**config.mk**
```make
export PLATFORM = sky130hd
export DESIGN_NAME = seg_stack_agu
export DESIGN_NICKNAME = d
export VERILOG_FILES = /design/src/rtl/seg_agu_pkg.sv /design/src/rtl/seg_file.sv /design/src/rtl/addr_former.sv /design/src/rtl/stack_ptr_unit.sv /design/src/rtl/seg_stack_agu.sv
export SDC_FILE = /design/constraint.sdc
export NUM_CORES = 1
export LEC_CHECK = 0
export BUFFER_PORTS_ARGS = -buffer_cell sky130_fd_sc_hd__buf_2
export CAP_MARGIN = 25
export CELL_PAD_IN_SITES_DETAIL_PLACEMENT = 1
export CELL_PAD_IN_SITES_GLOBAL_PLACEMENT = 2
export CORE_MARGIN = 2
export CORE_UTILIZATION = 34
export DETAILED_ROUTE_END_ITERATION = 10
export PLACE_DENSITY = 0.85
export SYNTH_ARGS = -nofsm -noshare
export SYNTH_HDL_FRONTEND = slang
export SYNTH_SLANG_ARGS = --single-unit
```
**constraint.sdc**
```tcl
create_clock -name clk -period 3.3 [get_ports clk]
set_input_delay 0.495 -clock clk [delete_from_list [all_inputs] [get_ports clk]]
set_output_delay 0.495 -clock clk [all_outputs]
set_load 0.02 [all_outputs]
```
**src/rtl/seg_agu_pkg.sv**
```systemverilog
package seg_agu_pkg;

   typedef enum logic [1:0] {
      SEG_CODE  = 2'd0,
      SEG_DATA  = 2'd1,
      SEG_STACK = 2'd2,
      SEG_EXTRA = 2'd3
   } seg_id_e;

   typedef enum logic [1:0] {
      OP_IDLE,
      OP_REQ,
      OP_STACK,
      OP_REFUSE
   } agu_op_e;

endpackage

```
**src/rtl/seg_file.sv**
```systemverilog
module seg_file #(
   parameter int unsigned SEG_W   = 16,
   parameter int unsigned NUM_SEG = 4,
   localparam int unsigned IDX_W  = (NUM_SEG > 1) ? $clog2(NUM_SEG) : 1
) (
   input  logic                     clk,
   input  logic                     rst_n,
   input  logic                     wr_en,
   input  logic [IDX_W-1:0]         wr_idx,
   input  logic [SEG_W-1:0]         wr_val,
   output logic [NUM_SEG*SEG_W-1:0] seg_flat
);

   genvar gi;
   generate
      for (gi = 0; gi < NUM_SEG; gi++) begin : g_seg
         logic [SEG_W-1:0] base_q;
         always_ff @(posedge clk or negedge rst_n) begin
            if (!rst_n)
               base_q <= '0;
            else if (wr_en && (wr_idx == IDX_W'(gi)))
               base_q <= wr_val;
         end
         assign seg_flat[gi*SEG_W +: SEG_W] = base_q;
      end
   endgenerate

endmodule

```
**src/rtl/addr_former.sv**
```systemverilog
module addr_former #(
   parameter int unsigned SEG_W = 16,
   parameter int unsigned OFF_W = 16,
   parameter int unsigned SHIFT = 4,
   parameter int unsigned PA_W  = 20
) (
   input  logic [SEG_W-1:0] seg,
   input  logic [OFF_W-1:0] off,
   output logic [PA_W-1:0]  pa
);

   generate
      if (SHIFT == 0) begin : g_flat
         assign pa = PA_W'(seg) + PA_W'(off);
      end else begin : g_shifted
         logic [SEG_W+SHIFT-1:0] base_ext;
         assign base_ext = {seg, {SHIFT{1'b0}}};
         assign pa       = PA_W'(base_ext) + PA_W'(off);
      end
   endgenerate

endmodule

```
**src/rtl/stack_ptr_unit.sv**
```systemverilog
module stack_ptr_unit #(
   parameter int unsigned SP_W    = 16,
   parameter int unsigned STEP    = 2,
   parameter int unsigned SP_TOP  = 'hFFFE,
   parameter int unsigned SP_LIM  = 'h0100
) (
   input  logic            clk,
   input  logic            rst_n,
   input  logic            ld_en,
   input  logic [SP_W-1:0] ld_val,
   input  logic            push_req,
   input  logic            pop_req,
   output logic [SP_W-1:0] sp,
   output logic [SP_W-1:0] sp_dec,
   output logic            push_ok,
   output logic            pop_ok,
   output logic            push_bad,
   output logic            pop_bad
);

   localparam logic [SP_W:0]   LOW_OK = (SP_W+1)'(SP_LIM + STEP);
   localparam logic [SP_W-1:0] TOP_V  = SP_W'(SP_TOP);
   localparam logic [SP_W-1:0] STEP_V = SP_W'(STEP);

   logic [SP_W-1:0] sp_q;
   logic            below;
   logic            at_top;

   assign below    = ({1'b0, sp_q} < LOW_OK);
   assign at_top   = (sp_q >= TOP_V);
   assign sp_dec   = sp_q - STEP_V;
   assign push_ok  = push_req && !below;
   assign push_bad = push_req &&  below;
   assign pop_ok   = pop_req  && !at_top;
   assign pop_bad  = pop_req  &&  at_top;

   always_ff @(posedge clk or negedge rst_n) begin
      if (!rst_n)
         sp_q <= TOP_V;
      else if (ld_en)
         sp_q <= ld_val;
      else if (push_ok)
         sp_q <= sp_dec;
      else if (pop_ok)
         sp_q <= sp_q + STEP_V;
   end

   assign sp = sp_q;

endmodule

```
**src/rtl/seg_stack_agu.sv**
```systemverilog
module seg_stack_agu
   import seg_agu_pkg::*;
#(
   parameter int unsigned SEG_W   = 16,
   parameter int unsigned OFF_W   = 16,
   parameter int unsigned SHIFT   = 4,
   parameter int unsigned PA_W    = 20,
   parameter int unsigned NUM_SEG = 4,
   parameter int unsigned STK_IDX = 2,
   parameter int unsigned STEP    = 2,
   parameter int unsigned SP_TOP  = 'hFFFE,
   parameter int unsigned SP_LIM  = 'h0100,
   localparam int unsigned IDX_W  = (NUM_SEG > 1) ? $clog2(NUM_SEG) : 1,
   localparam int unsigned LSEL_W = $clog2(NUM_SEG + 1)
) (
   input  logic              clk,
   input  logic              rst_n,
   input  logic              ld_en,
   input  logic [LSEL_W-1:0] ld_sel,
   input  logic [SEG_W-1:0]  ld_val,
   input  logic              req_en,
   input  logic [IDX_W-1:0]  req_seg,
   input  logic [OFF_W-1:0]  req_off,
   input  logic              push,
   input  logic              pop,
   output logic [PA_W-1:0]   phys_addr,
   output logic              addr_vld,
   output logic [OFF_W-1:0]  sp_out,
   output logic              ovf,
   output logic              udf
);

   localparam logic [LSEL_W-1:0] SP_SEL = LSEL_W'(NUM_SEG);

   generate
      if (PA_W < SEG_W + SHIFT || PA_W < OFF_W) begin : g_bad_pa
         $error("PA_W too narrow for shifted segment or offset");
      end
      if (STK_IDX >= NUM_SEG) begin : g_bad_stk
         $error("STK_IDX outside the segment file");
      end
      if (STEP == 0 || SP_TOP >= (1 << OFF_W) || SP_LIM > SP_TOP) begin : g_bad_sp
         $error("stack pointer parameters inconsistent");
      end
   endgenerate

   logic                     ld_sp, ld_seg;
   logic                     push_one, pop_one;
   logic [NUM_SEG*SEG_W-1:0] seg_flat;
   logic [SEG_W-1:0]         req_base, stk_base;
   logic [OFF_W-1:0]         sp_cur, sp_dec, stk_off;
   logic                     push_ok, pop_ok, push_bad, pop_bad;
   logic [PA_W-1:0]          req_pa, stk_pa;
   agu_op_e                  op;

   assign ld_sp    = ld_en && (ld_sel == SP_SEL);
   assign ld_seg   = ld_en && (ld_sel < SP_SEL);
   assign push_one = push && !pop && !ld_sp;
   assign pop_one  = pop && !push && !ld_sp;

   seg_file #(
      .SEG_W   (SEG_W),
      .NUM_SEG (NUM_SEG)
   ) u_segs (
      .clk      (clk),
      .rst_n    (rst_n),
      .wr_en    (ld_seg),
      .wr_idx   (ld_sel[IDX_W-1:0]),
      .wr_val   (ld_val),
      .seg_flat (seg_flat)
   );

   stack_ptr_unit #(
      .SP_W   (OFF_W),
      .STEP   (STEP),
      .SP_TOP (SP_TOP),
      .SP_LIM (SP_LIM)
   ) u_sp (
      .clk      (clk),
      .rst_n    (rst_n),
      .ld_en    (ld_sp),
      .ld_val   (OFF_W'(ld_val)),
      .push_req (push_one),
      .pop_req  (pop_one),
      .sp       (sp_cur),
      .sp_dec   (sp_dec),
      .push_ok  (push_ok),
      .pop_ok   (pop_ok),
      .push_bad (push_bad),
      .pop_bad  (pop_bad)
   );

   assign req_base = seg_flat[req_seg*SEG_W +: SEG_W];
   assign stk_base = seg_flat[STK_IDX*SEG_W +: SEG_W];
   assign stk_off  = push_one ? sp_dec : sp_cur;

   addr_former #(
      .SEG_W (SEG_W), .OFF_W (OFF_W), .SHIFT (SHIFT), .PA_W (PA_W)
   ) u_req_pa (
      .seg (req_base),
      .off (req_off),
      .pa  (req_pa)
   );

   addr_former #(
      .SEG_W (SEG_W), .OFF_W (OFF_W), .SHIFT (SHIFT), .PA_W (PA_W)
   ) u_stk_pa (
      .seg (stk_base),
      .off (stk_off),
      .pa  (stk_pa)
   );

   always_comb begin
      if (push_ok || pop_ok)
         op = OP_STACK;
      else if (push_bad || pop_bad)
         op = OP_REFUSE;
      else if (req_en)
         op = OP_REQ;
      else
         op = OP_IDLE;
   end

   always_ff @(posedge clk or negedge rst_n) begin
      if (!rst_n) begin
         phys_addr <= '0;
         addr_vld  <= 1'b0;
         ovf       <= 1'b0;
         udf       <= 1'b0;
      end else begin
         ovf <= push_bad;
         udf <= pop_bad;
         unique case (op)
            OP_STACK: begin
               phys_addr <= stk_pa;
               addr_vld  <= 1'b1;
            end
            OP_REQ: begin
               phys_addr <= req_pa;
               addr_vld  <= 1'b1;
            end
            default: addr_vld <= 1'b0;
         endcase
      end
   end

   assign sp_out = sp_cur;

endmodule

```
==> run summary, run 1 <==
Total number of yosys warnings: 0. After synthesis, the cell types taking the most area are sky130_fd_sc_hd__dfrtp_1 (34%), sky130_fd_sc_hd__mux2_2 (11%), sky130_fd_sc_hd__dfstp_2 (6.1%). The xor/xnor cell area share of the yosys netlist was 6.90%; the final number of setup-violating endpoints was 0. The worst pin sits at a relative slew slack of 62.5%. The signal arrival time at the worst endpoint was 3.41 ns; the number of sinks on the clock net was 103. After layout, the worst setup slack is 0.134 ns. The tools report the cell count after placement as 969.

For this design the top-level I/O count stands at 82. In the synthesized netlist the async set-or-reset flop fraction comes to 100%. The share of the cycle needed by the critical path after routing came out at 95.9%. Worst ir drop on vdd: 0.297 mV. Summed over all cells, the static leakage comes to 3.45 nW. The largest fanout of any net on the critical path was 5. Quantity of I/O buffers inserted on ports: 81. The synthesized netlist devotes 6.03% of its cell area to adder and majority cells. The final weighted congestion in routability-driven placement was 0.911. Between clock sinks in the finished design, the worst skew comes to 0.00433 ns. The sequential element share of the synthesized area was 40.1%; the average detailed-routed wire length per instance was 19.9 µm.

The tools report the element type at the critical path end as a flip-flop. The diode insertion count for antenna repair is 0, and the met3 track demand over resource is 3.47%. After the last flow step, the layout net total stands at 823.

The clock passes through at most 2 buffers. The number of different library cells used by synthesis comes to 59. The number of flip-flops and latches in the synthesized netlist was 103; the via count of the routed design was 5328. The number of hold violations in the final report is 0, and the area added between synthesis and finish is 23.4%. The number of enable-type register cells in the synthesized netlist was 0.

Using the TritonRoute via totals, the vias-per-cell ratio works out to 5.39. Of all cell types, the one taking the most synthesized area is sky130_fd_sc_hd__dfrtp_1. The shortest period the worst path allows was 3.17 ns.

The startpoint identified for the worst register-to-register timing path is u_sp.sp[1]$_DFFE_PN1P_. met2 is the most crowded layer. The run gives 0 ns as the total negative slack. The maximum clock frequency is 0.316 GHz, and the pin count of the biggest net entering global routing is 104.

The synthesized netlist devotes 12.9% of its cell area to compound gates. The final core area utilization is 42.7%. Max-cap violations in this run came to 0. For the first-pass GRT wire length, the log shows 32.0 mm. The total non-filler cell area in the finished layout came out at 7990 µm².

Clock-pin slew was measured on the worst setup and hold paths at 0.07 ns. Buffers inserted during clock tree synthesis total 9. The run gives 6470 µm² as the post-synthesis instance area. The most common library cell in the layout ignoring fill and taps was sky130_fd_sc_hd__dfrtp_1. For the number of global-route vias before repair, the log shows 5895. The horizontal die dimension came out at 142 µm. Critical path start-end classification: flip-flop to flip-flop.

Initial antenna violation count: 0. The placeable core region is 18700 µm², and the required time of the worst setup path is 3.54 ns. The startpoint of the worst setup timing path was u_sp.sp[1]$_DFFE_PN1P_. The CTS root buffer was sky130_fd_sc_hd__clkbuf_16. The tools report the worst setup timing slack at the placement stage as -0.158 ns. The slew of the pin with the lowest slew margin came out at 0.563 ns.

The total power density per cell area is 781 nW/µm². The run finished with clean final reports. Wires add up to 19.6 mm.

The overall routing resource usage was 20.4%; the proportion of synthesized area in mux cells was 18.1%. In this run, the number of DRC markers left after iteration 0 of detailed routing was 168. CTS built an H-tree with a depth of 3. After synthesis, the largest family of logic cells by area is multiplexers. The run gives 989 as the number of non-filler instances in the completed layout. After detailed routing, the number of remaining DRC violations is 0. For the HPWL after detailed placement, the log shows 15.2 mm. The number of nets handed over by synthesis was 697. The logs give 34.6% for the initial core utilization and 0 for the antenna violation net count after detailed routing. In this run the cell area measured after placement is 7580 µm².

Post-synthesis cell count: 624. TritonCTS built the clock tree. The global-route track usage on met1 was 27.5%.

Summed over all layers, the global routing overflow is 0. The worst setup path is launched from a flip-flop. The synthesized netlist devotes 12.7% of its cell area to simple gates. The met2 track utilization from global routing is 34.4%, and the die height is 142 µm. The latest clock arrival within the worst-skew pair was 0.35 ns; the average cell area after synthesis was 10.4 µm². The post-route netlist has 38.5% of its cells at a drive strength greater than 1. The floorplan die area was 20200 µm². Among all flip-flop cells after synthesis, the most frequent one is sky130_fd_sc_hd__dfrtp_1.

Worst hold path class: primary input to async pin. Max-slew violation count: 0. In the layout the commonest cells are sky130_fd_sc_hd__dfrtp_1 (88), sky130_fd_sc_hd__buf_2 (80), sky130_fd_sc_hd__mux2_2 (66), sky130_fd_sc_hd__buf_4 (66), sky130_fd_sc_hd__nand2_1 (46). Number of core rows: 50. In this run the biggest area consumer among cell types represents 34.0% of the synthesized area. The pre-antenna-repair detailed-routing pass consisted of 4 iterations.
[cells in the mapped netlist, drive strengths merged, types with 3 or more instances]
cell type	n
dfrtp	88
o22ai	4
nand3	11
nor3b	3
ha	28
a221oi	3
a21o	7
mux4	16
nand4b	4
nand2	47
and2	5
a21oi	46
buf	11
nor2	47
mux2	66
a31oi	4
and3	3
xnor2	26
nand2b	3
nor3	13
nor4	3
inv	17
mux2i	7
nand4	4
o31ai	4
o31a	3
clkbuf	24
dfstp	15
o211ai	3
o21ai	28
a211oi	9
or3	7
nor2b	7
xor2	25
a22oi	4
o21a	5
[metrics by stage]
step                      power, mW  hold slack (ns)
after floorplan                3.92            0.199
after global placement         4.95            0.461
after detailed placement       5.10            0.467
after CTS                      6.22            0.234
after global routing           6.68            0.236
final                          6.24            0.191
[worst max-delay path, stage by stage, from the launching register on]
cell and delay, ns:
sky130_fd_sc_hd__dfstp_2 0.60, sky130_fd_sc_hd__inv_2 0.06, sky130_fd_sc_hd__ha_2 0.19, sky130_fd_sc_hd__nor2b_2 0.16
sky130_fd_sc_hd__nand2_2 0.08, sky130_fd_sc_hd__nor2_1 0.05, sky130_fd_sc_hd__xor2_1 0.15, sky130_fd_sc_hd__ha_1 0.34
sky130_fd_sc_hd__a21o_1 0.21, sky130_fd_sc_hd__a221oi_2 0.33, sky130_fd_sc_hd__o21a_1 0.18, sky130_fd_sc_hd__o21ai_2 0.06
sky130_fd_sc_hd__a31oi_1 0.18, sky130_fd_sc_hd__xnor2_1 0.14, sky130_fd_sc_hd__a221o_1 0.32
[final timing paths]
path                                                          end  slack, ns  cells past startpoint
min reg2reg                              phys_addr[7]$_DFFE_PN0P_       0.48                      2
min in group clk                           u_sp.sp[2]$_DFFE_PN1P_       0.41                      3
max in group asynchronous   u_segs.g_seg[1].base_q[4]$_DFFE_PN0P_       2.69                      2
min                        u_segs.g_seg[1].base_q[11]$_DFFE_PN0P_       0.19                      2
max reg2reg                             phys_addr[15]$_DFFE_PN0P_       0.13                     14
max                                     phys_addr[15]$_DFFE_PN0P_       0.13                     14
[cell families after synthesis]
family	count (synthesis)
AOI/OAI and AO/OA	132
xor gates and xnor gates	51
adders and majority gates	30
buffers and inverters	52
DFF	103
muxes	89
and+or+nand+nor	167
[timing repair]
item                                    4_1_cts  5_1_grt
endpoints found under the setup margin        5       15
hold buffers                                  0        0
pin swaps                                     0       10
setup buffers                                 0        4
gates resized for setup                       3       22
cloned                                        0        0
[final cells by class]
class	count	area, µm²
clock buffers	11	233
clock inverters	5	60.1
fillers	2092	10700
inverters	17	63.8
multi-input cells	469	3790
flip-flops and latches	103	2600
well taps	234	293
repair buffers	150	958
[power breakdown]
part,switching [mW],internal (mW),leakage [nW]
combinational,1.69,1.41,2.09
clock,0.486,0.591,0.140
sequential,0.367,1.70,1.22
total,2.54,3.70,3.45
[metal layers]
metal | vias up | part of all wire, %
li1 | 2518 | -
met1 | 2691 | 46
met2 | 101 | 49
met3 | 18 | 3.3
met4 | 0 | 1.2
met5 | - | 0
[sequential cells by signal (all words and copies together), names as in the netlist]
signal,count
addr_vld,1
phys_addr,20
ovf,1
u_segs.g_seg.base_q,64
u_sp.sp,16
udf,1
Power figures use the tool's default switching activity.
==> run 2: changes to the inputs <==
--- a/config.mk
+++ b/config.mk
@@ -5,7 +5,7 @@
 export SDC_FILE = /design/constraint.sdc
 export NUM_CORES = 1
 export LEC_CHECK = 0
-export BUFFER_PORTS_ARGS = -buffer_cell sky130_fd_sc_hd__buf_2
+export BUFFER_PORTS_ARGS = -buffer_cell sky130_fd_sc_hd__buf_4
 export CAP_MARGIN = 25
 export CELL_PAD_IN_SITES_DETAIL_PLACEMENT = 1
 export CELL_PAD_IN_SITES_GLOBAL_PLACEMENT = 2
==> run summary, run 2 (synthesis results as in run 1) <==
The tools report the nature of the critical path startpoint as a flip-flop (unchanged). The final number of setup-violating endpoints was 0 (unchanged); the max-slew violation count was 0 (unchanged). The element type at the critical path end is a flip-flop (unchanged). The register name with the most flops is u_segs.g_seg.base_q (unchanged). Setup repair after global routing could not meet its margin everywhere.

The shortest period the worst path allows is 3.16 ns (was 3.17 ns). The average detailed-routed wire length per instance is 20.2 µm (was 19.9 µm), and the number of flip-flops under the largest register name is 64 (unchanged). The first-pass GRT wire length is 32.3 mm (was 32.0 mm), and the antenna violation net count after detailed routing is 0 (unchanged).

Most common library cell in the layout ignoring fill and taps: sky130_fd_sc_hd__buf_4 (was sky130_fd_sc_hd__dfrtp_1). The tools report the relative slew slack as 49.3% (was 62.5%). The run gives 18700 µm² (unchanged) as the placeable core region. The total stage count of the critical path was 13 (was 14); the number of hold-repair buffers added at the cts stage was 0 (unchanged).

The required time of the worst setup path is 3.55 ns (was 3.54 ns), and the horizontal die dimension is 142 µm (unchanged). The die height is 142 µm (unchanged), and the least setup slack across all paths after layout is 0.139 ns (was 0.134 ns). The maximum clock frequency was 0.316 GHz (about the same). Worst hold path class: primary input to async pin (unchanged). Library cell appearing most often on the critical path: sky130_fd_sc_hd__buf_4.

The number of sinks on the clock net is 103 (unchanged). The logs give 5970 (was 5895) for the number of global-route vias before repair and 6.63 mW (was 6.24 mW) for the overall power. The number of buffers and inverters on the critical path came out at 2 (was 1).

The fraction of layout cells with a size suffix above 1 works out to 39.6% (was 38.5%). The worst reg2reg path startpoint was u_sp.sp[1]$_DFFE_PN1P_ (unchanged). The count of TritonRoute iterations in the first routing pass is 4 (unchanged), and the leakage power of the design is 3.60 nW (was 3.45 nW). The tools report the diode insertion count for antenna repair as 0 (unchanged).

For the worst setup timing slack at the placement stage, the log shows -0.240 ns (was -0.158 ns). The largest fanout of any net on the critical path was 6 (was 5). The CTS root buffer was sky130_fd_sc_hd__clkbuf_16 (unchanged). For the number of ports placed on the die boundary, the log shows 82 (unchanged).

The share of the cycle needed by the critical path after routing is 95.8% (was 95.9%), and the via density per instance is 5.43 (was 5.39). The total negative slack was 0 ns (unchanged). Number of buffers between clock root and the deepest sink: 2 (unchanged). The CTS clock-pin slew for the worst setup and hold paths was 0.07 ns (about the same); the cell count of the worst reg-to-reg path was 13 (was 14). Critical path start-end classification: flip-flop to flip-flop (unchanged).

The quantity of I/O buffers inserted on ports works out to 81 (unchanged). The tools report the number of nets in the layout as 824 (was 823). The routed wire length was 20.0 mm (was 19.6 mm); the signal arrival time at the worst endpoint was 3.41 ns (about the same). Highest-count cells in the layout ignoring fill and taps: sky130_fd_sc_hd__buf_4 (149), sky130_fd_sc_hd__dfrtp_1 (88), sky130_fd_sc_hd__mux2_2 (66) (was sky130_fd_sc_hd__dfrtp_1 (88), sky130_fd_sc_hd__buf_2 (80), sky130_fd_sc_hd__mux2_2 (66), sky130_fd_sc_hd__buf_4 (66), sky130_fd_sc_hd__nand2_1 (46)). The worst ir drop on vdd was 0.389 mV (was 0.297 mV). The number of hold violations in the final report is 0 (unchanged), and the via count of the routed design is 5376 (was 5328). The run gives 50 (unchanged) as the number of core rows. For the initial core utilization, the log shows 34.6% (unchanged). Largest delay contributor family on the critical path: adder cells (was compound AO/OA/AOI/OAI gates).

Number of maximum-capacitance violations: 0 (unchanged). End point of the critical path: phys_addr[10]$_DFFE_PN0P_ (was phys_addr[15]$_DFFE_PN0P_). The latest clock arrival within the worst-skew pair was 0.36 ns (was 0.35 ns). The post-route clock skew is 0.00704 ns (was 0.00433 ns).

The slew of the pin with the lowest slew margin came out at 0.761 ns (was 0.563 ns). The detailed router's first-iteration violation count was 247 (was 168). HPWL after detailed placement: 15.1 mm (was 15.2 mm). The tools report the startpoint of the worst setup timing path as u_sp.sp[1]$_DFFE_PN1P_ (unchanged). The initial antenna violation count came out at 0 (unchanged). The logs give 20.5% (was 20.4%) for the overall routing resource usage and 3 (unchanged) for the deepest level of the CTS H-tree. Worst-path cell with the longest stage delay: sky130_fd_sc_hd__dfstp_2 (unchanged). The final weighted congestion in routability-driven placement is 0.902 (was 0.911). TritonCTS built the clock tree.

The tools report the endpoint of the worst register-to-register path as phys_addr[10]$_DFFE_PN0P_ (was phys_addr[15]$_DFFE_PN0P_). The reg2reg setup slack was 0.14 ns (was 0.13 ns); the remaining global-route overflow was 0 (unchanged). Cell breakdown of the critical path: buf_4 -> nor4_1 -> xor2_1 -> ha_1 -> fa_1 -> a211oi_1 -> nor2_1 -> buf_4 -> o21ai_0 -> nand2b_1 -> xnor2_1 -> mux2i_1 -> mux2_2 (was inv_2 -> ha_2 -> nor2b_2 -> nand2_2 -> nor2_1 -> xor2_1 -> ha_1 -> a21o_1 -> a221oi_2 -> o21a_1 -> o21ai_2 -> a31oi_1 -> xnor2_1 -> a221o_1). The area added between synthesis and finish was 28.3% (was 23.4%); the DRC violation count after routing was 0 (unchanged). The floorplan die area was 20200 µm² (unchanged); the total power density per cell area was 799 nW/µm² (was 781 nW/µm²). The worst stage delay on the critical path came out at 0.40 ns (was 0.60 ns). The run finished with clean final reports. The pin count of the biggest net entering global routing was 54 (was 104); the number of buffers created by CTS was 9 (unchanged).
==> run 2: changes by cell type in the layout (fill, tap and decap cells not counted), moves of 2 or more <==
cell,before,now
sky130_fd_sc_hd__buf_2,80,0
sky130_fd_sc_hd__buf_4,66,149
sky130_fd_sc_hd__buf_6,2,0
sky130_fd_sc_hd__bufinv_16,1,3
sky130_fd_sc_hd__clkbuf_1,2,0
sky130_fd_sc_hd__nor3_2,4,1
sky130_fd_sc_hd__nor3_4,0,3
sky130_fd_sc_hd__xnor2_1,25,23
sky130_fd_sc_hd__xnor2_2,1,3
==> run 2: power by group <==
part / switching [mW] / internal, mW
sequential: 0.391 / 1.70
combinational: 1.72 / 1.58
clock: 0.502 / 0.744
==> run 2: worst min-delay path by stage <==
stage               slack [ns]                     start                  endpoint
floorplan                 0.20                     rst_n        addr_vld$_DFF_PN0_
global placement          0.46  phys_addr[7]$_DFFE_PN0P_  phys_addr[7]$_DFFE_PN0P_
detailed placement        0.47  phys_addr[7]$_DFFE_PN0P_  phys_addr[7]$_DFFE_PN0P_
CTS                       0.22                     rst_n             udf$_DFF_PN0_
global route              0.26                     rst_n             udf$_DFF_PN0_
finish                    0.20                     rst_n             udf$_DFF_PN0_
==> run 2: through the flow <==
step                cells  hold slack (ns)  instance area (µm²)  util, %
global placement      966            0.462                 7750     41.4
CTS                   982            0.221                 8100     43.3
finish                990            0.198                 8310     44.4
global route          990            0.255                 8310     44.4
detailed placement    966            0.467                 7750     41.4
floorplan             624            0.199                 6490        -
==> run 2: final cells by class <==
| type | instances | area [µm²] |
|---|---|---|
| Tap cell | 234 | 293 |
| Multi-Input combinational cell | 469 | 3860 |
| Clock inverter | 7 | 120 |
| Fill cell | 2078 | 10400 |
| Timing Repair Buffer | 151 | 1150 |
| Clock buffer | 9 | 225 |
| Sequential cell | 103 | 2600 |
| Inverter | 17 | 63.8 |
==> run 2: routing by layer <==
| metal | wire length (µm) | GRT usage (%) | up-vias |
|---|---|---|---|
| met5 | 0 | 0 | - |
| met4 | 309 | 5.95 | 0 |
| met3 | 577 | 2.96 | 27 |
| met2 | 9710 | 34.6 | 99 |
| met1 | 9390 | 27.3 | 2742 |
| li1 | - | - | 2508 |
==> run 2: timing repair <==
action | in CTS | in global routing
setup endpoints to repair | 1 | 12
buffers inserted | 0 | 8
pin swaps | 0 | 22
gates resized for setup | 2 | 34
